==> src/rtl/wm_flow_pkg.sv <==
package wm_flow_pkg;
  typedef enum logic [1:0] {
    REQ_NONE   = 2'd0,
    REQ_PAUSE  = 2'd1,
    REQ_RESUME = 2'd2
  } req_kind_e;
endpackage

==> src/rtl/wm_compare.sv <==
module wm_compare #(
  parameter int CNT_W = 6
) (
  input  logic [CNT_W-1:0] vacant_i,
  input  logic             pkt_arrive_i,
  input  logic [CNT_W-1:0] congest_thr_i,
  input  logic [CNT_W-1:0] relief_thr_i,
  output logic             congest_hit_o,
  output logic             relief_o
);
  assign congest_hit_o = pkt_arrive_i && (vacant_i < congest_thr_i);
  assign relief_o      = (vacant_i >= relief_thr_i);
endmodule

==> src/rtl/wm_hyst.sv <==
module wm_hyst
  import wm_flow_pkg::*;
(
  input  logic      clk_i,
  input  logic      rst_ni,
  input  logic      allow_i,
  input  logic      congest_hit_i,
  input  logic      relief_i,
  input  logic      slot_free_i,
  output req_kind_e kind_o,
  output logic      active_o
);
  logic active_q;

  // arrival trigger wins over relief
  always_comb begin
    kind_o = REQ_NONE;
    if (allow_i && slot_free_i) begin
      if (congest_hit_i)              kind_o = REQ_PAUSE;
      else if (active_q && relief_i)  kind_o = REQ_RESUME;
    end
  end

  always_ff @(posedge clk_i or negedge rst_ni) begin
    if (!rst_ni)                   active_q <= 1'b0;
    else if (!allow_i)             active_q <= 1'b0;
    else if (kind_o == REQ_PAUSE)  active_q <= 1'b1;
    else if (kind_o == REQ_RESUME) active_q <= 1'b0;
  end

  assign active_o = active_q;

  assert_pause_sets_active_R4: assert property (@(posedge clk_i) disable iff (!rst_ni)
    (allow_i && slot_free_i && congest_hit_i) |=> active_o);
  assert_trigger_priority_R8: assert property (@(posedge clk_i) disable iff (!rst_ni)
    (congest_hit_i && relief_i) |-> (kind_o != REQ_RESUME));
endmodule

==> src/rtl/wm_req_tracker.sv <==
module wm_req_tracker
  import wm_flow_pkg::*;
#(
  parameter int PAUSE_W = 16
) (
  input  logic               clk_i,
  input  logic               rst_ni,
  input  logic               allow_i,
  input  req_kind_e          kind_i,
  input  logic [PAUSE_W-1:0] pause_time_i,
  input  logic               gen_done_i,
  output logic               slot_free_o,
  output logic               req_o,
  output logic [PAUSE_W-1:0] val_o
);
  logic               busy_q;
  logic               req_q;
  logic [PAUSE_W-1:0] val_q;
  logic               fire;

  assign fire = (kind_i != REQ_NONE);

  always_ff @(posedge clk_i or negedge rst_ni) begin
    if (!rst_ni) begin
      busy_q <= 1'b0;
      req_q  <= 1'b0;
      val_q  <= '0;
    end else if (!allow_i) begin
      busy_q <= 1'b0;
      req_q  <= 1'b0;
    end else begin
      req_q <= fire;
      if (fire) begin
        busy_q <= 1'b1;
        val_q  <= (kind_i == REQ_PAUSE) ? pause_time_i : '0;
      end else if (gen_done_i) begin
        busy_q <= 1'b0;
      end
    end
  end

  assign slot_free_o = !busy_q;
  assign req_o       = req_q;
  assign val_o       = val_q;

  assert_single_outstanding_R6: assert property (@(posedge clk_i) disable iff (!rst_ni)
    (busy_q && !gen_done_i) |=> !req_o);
  assert_req_pulse_R7: assert property (@(posedge clk_i) disable iff (!rst_ni)
    req_o |=> !req_o);
  assert_drop_on_disallow_R1: assert property (@(posedge clk_i) disable iff (!rst_ni)
    !allow_i |=> (!req_o && slot_free_o));
endmodule

==> src/rtl/wm_flow_trigger.sv <==
module wm_flow_trigger
  import wm_flow_pkg::*;
#(
  parameter int CNT_W   = 6,
  parameter int PAUSE_W = 16
) (
  input  logic               clk_i,
  input  logic               rst_ni,
  input  logic               fc_en_i,
  input  logic               full_duplex_i,
  input  logic [CNT_W-1:0]   vacant_i,
  input  logic               pkt_arrive_i,
  input  logic [CNT_W-1:0]   congest_thr_i,
  input  logic [CNT_W-1:0]   relief_thr_i,
  input  logic [PAUSE_W-1:0] pause_time_i,
  input  logic               gen_done_i,
  output logic               pause_req_o,
  output logic [PAUSE_W-1:0] pause_val_o,
  output logic               fc_active_o
);
  logic      allow;
  logic      congest_hit;
  logic      relief;
  logic      slot_free;
  req_kind_e kind;

  assign allow = fc_en_i && full_duplex_i;

  wm_compare #(.CNT_W(CNT_W)) u_cmp (
    .vacant_i      (vacant_i),
    .pkt_arrive_i  (pkt_arrive_i),
    .congest_thr_i (congest_thr_i),
    .relief_thr_i  (relief_thr_i),
    .congest_hit_o (congest_hit),
    .relief_o      (relief)
  );

  wm_hyst u_hyst (
    .clk_i         (clk_i),
    .rst_ni        (rst_ni),
    .allow_i       (allow),
    .congest_hit_i (congest_hit),
    .relief_i      (relief),
    .slot_free_i   (slot_free),
    .kind_o        (kind),
    .active_o      (fc_active_o)
  );

  wm_req_tracker #(.PAUSE_W(PAUSE_W)) u_trk (
    .clk_i        (clk_i),
    .rst_ni       (rst_ni),
    .allow_i      (allow),
    .kind_i       (kind),
    .pause_time_i (pause_time_i),
    .gen_done_i   (gen_done_i),
    .slot_free_o  (slot_free),
    .req_o        (pause_req_o),
    .val_o        (pause_val_o)
  );

  assert_resume_zero_R5: assert property (@(posedge clk_i) disable iff (!rst_ni)
    (kind == REQ_RESUME) |=> (pause_req_o && pause_val_o == '0 && !fc_active_o));
  assert_pause_value_R2: assert property (@(posedge clk_i) disable iff (!rst_ni)
    (kind == REQ_PAUSE) |=> (pause_req_o && pause_val_o == $past(pause_time_i)));
  assert_inactive_when_off_R1: assert property (@(posedge clk_i) disable iff (!rst_ni)
    !allow |=> !fc_active_o);
endmodule

==> config.mk <==
export PLATFORM = sky130hd
export DESIGN_NAME = wm_flow_trigger
export DESIGN_NICKNAME = d
export VERILOG_FILES = /design/src/rtl/wm_flow_pkg.sv /design/src/rtl/wm_compare.sv /design/src/rtl/wm_hyst.sv /design/src/rtl/wm_req_tracker.sv /design/src/rtl/wm_flow_trigger.sv
export SDC_FILE = /design/constraint.sdc
export NUM_CORES = 1
export LEC_CHECK = 0
export BUFFER_PORTS_ARGS = -buffer_cell sky130_fd_sc_hd__buf_2
export CAP_MARGIN = 15
export CORE_UTILIZATION = 47
export DETAILED_ROUTE_END_ITERATION = 10
export PLACE_DENSITY = 0.81
export SETUP_SLACK_MARGIN = 0.5
export SKIP_LAST_GASP = 1
export SYNTH_ARGS = -nofsm -noshare
export SYNTH_HDL_FRONTEND = slang
export SYNTH_SLANG_ARGS = --single-unit
==> constraint.sdc <==
create_clock -name clk_i -period 2.2 [get_ports clk_i]
set_input_delay 0.44 -clock clk_i [delete_from_list [all_inputs] [get_ports clk_i]]
set_output_delay 0.44 -clock clk_i [all_outputs]
set_load 0.02 [all_outputs]
==> reports/results.ini <==
[cells_and_area]
fin_area_um2 = 1490
fin_util = 0.736
drive_gt1_frac = 0.455
seqCellArea_um2 = 475
antenna_cells = 0
area_growth_pct = 41.8
final_nets = 230
fillers = 150
multi_input_area_um2 = 583

[route]
ant_nets = 0
routedWlPerCell_um = 12.0
dr.pass1.iters = 4
num_vias = 1026
avgViaCountPerCell = 5.00
routed_wirelength_um = 2460
drc_errors = 0
drt_iter0_markers = 19

[global_routing]
gr-total-overflow = 0
antenna_found_initial = 0
use_met1 = 0.279
use_met3 = 0.0654
grt_start_max_net_pins = 20
grt_pass1_vias = 1043
top_usage_layer = met2
grt.total_usage = 0.230
grt_use_met2 = 0.386
grt_pass1_wl_um = 4310

[worst_setup_path]
r2r_cells = 5
crit_path_end_kind = flip-flop
critical_path_class = input port to flip-flop
cp.required_ns = 2.39
crit_arrival_ns = 1.81
ff2ff_setup_slack_ns = 0.63
cp_max_fo = 18
startpoint_type = input port

[min_path]
min_path_type = input port to async pin

[sta]
finClkSkew_ns = 0.00607
finalSetupViolCount = 0
relSlewSlack = 0.724
clock.fmax_mhz = 620
post-route-min-period_ns = 1.61
tns_ns = 0
tightest_slew_ns = 0.414
fin_crit_sh = 0.733
hold_ws_ns = 0.0514
grt_setup_unrepaired = no
maxSlewViolCount = 0
final_hold_viol_count = 0

[clock_tree]
cts_buffers = 3
h-tree-depth = 1
cts.sinks = 19
cts_tree = built
clkTransAtPathRegs_ns = 0.11
clkLatencyLatePin_ns = 0.30
cts_root_buf = clkbuf_4
clk_path_buf_depth = 2
hold_buffers = 0

[die]
rows = 16
die_area_um2 = 2430
dieWidth_um = 49.3
fp.coreArea_um2 = 2020
ios = 58
die_height_um = 49.3
start_util = 0.519

[placed_design]
place.gp.congestion = 0.736
io_buffers = 57
dpl_cell_area_um2 = 1420
hpwl_um = 1910

[logic_synthesis]
synth.avg_cell_area_um2 = 8.97
synth-main-ff-cell = dfrtp_1
yosys_warnings = 0
synth.net_count = 168
synth_cell_type_count = 22
synthCells = 117
yosysSeqAreaShare = 0.453
syn_area_um2 = 1050
synth_edf_count = 0
async_flop_share = 1.00
ys_ff_latch = 19

[pwr]
p_per_area_nw_per_um2 = 684
irDropWorstVdd_mv = 0.582
p_leak_uw = 0.000792
total_power_uw = 1020

[status]
status = finished clean

[run]
maxCapViolations = 0

## worst max-delay path, cell delays in order
cell,delay (ns)
buf_2,0.11
inv_4,0.04
ha_4,0.24
nand4_1,0.19
o221a_4,0.38
or3_4,0.40
## per-layer routing
metal | part of all wire | vias to the layer above | wire length, um
li1 | - | 510 | -
met3 | 0.061 | 5 | 149
met1 | 0.43 | 470 | 1050
met2 | 0.50 | 41 | 1220
met5 | 0 | - | 0
met4 | 0.014 | 0 | 35
## worst paths after layout
kind	from	to
worst max-delay path	congest_thr_i[2]	u_trk.busy_q$_DFFE_PN0P_
worst min-delay path	rst_ni	u_trk.req_o$_DFF_PN0_
worst max register to register	u_trk.busy_q$_DFFE_PN0P_	u_trk.val_o[11]$_DFFE_PN0P_
worst min register to register	u_trk.val_o[14]$_DFFE_PN0P_	u_trk.val_o[14]$_DFFE_PN0P_
max in group asynchronous	rst_ni	u_trk.val_o[6]$_DFFE_PN0P_
min in group clk_i	pause_time_i[12]	u_trk.val_o[12]$_DFFE_PN0P_
## report_power, final
part / switching (uW) / internal (uW)
registers: 37.2 / 429
clock network: 106 / 67.8
logic: 237 / 141
total: 380 / 638
## per-stage QoR
stage | cells | setup WS, ns
after floorplan | 117 | 0.500
after global placement | 198 | 0.283
after detailed placement | 198 | 0.215
after CTS | 202 | 0.538
after global routing | 205 | 0.518
final | 205 | 0.586
## flip-flops by register name, summed over array words and instances (netlist names)
| name | cells |
|---|---|
| u_hyst.active_o | 1 |
| u_trk.busy_q | 1 |
| u_trk.req_o | 1 |
| u_trk.val_o | 16 |
## cells in the mapped netlist, types with 2 or more instances
cell      count  area (um^2)
inv_1        11         41.3
nand2_1      36          135
buf_6         2         22.5
nand2b_1      2         12.5
o21ai_0      17         85.1
ha_1         11          138
dfrtp_1      19          475
a21oi_1       5         25.0
## repair_timing
item	CTS	global route
resized for setup	1	2
setup buffers	0	3
pin swaps	0	1
setup endpoints to repair	1	6
## placed cells by master (no fill, tap or decap), types with 2 or more instances in the layout
master    Yosys  final
buf_2         1     57
nand2b_1      2      2
a21oi_1       5      5
ha_4          0      5
inv_4         0      5
buf_4         0      4
o21ai_0      17     17
dfrtp_1      19     19
inv_1        11      6
nand2_1      36     36
ha_1         11      6
clkbuf_4      0      3
## final cells by class
class | count | share of cell area
inverters | 11 | 0.0361
clock buffers | 3 | 0.0151
clock inverters | 1 | 0.00336
flip-flops and latches | 19 | 0.319
well taps | 27 | 0.0227
repair buffers | 61 | 0.212
multi-input cells | 83 | 0.392
## logic make-up after synthesis
| kind of cell | count (synthesis) | synth area share |
|---|---|---|
| and+or+nand+nor | 46 | 0.201 |
| buffers and inverters | 15 | 0.0703 |
| adders and majority gates | 11 | 0.131 |
| AOI/OAI and AO/OA | 26 | 0.144 |
| DFF | 19 | 0.453 |
No activity file was read; power rests on OpenSTA's default activity.
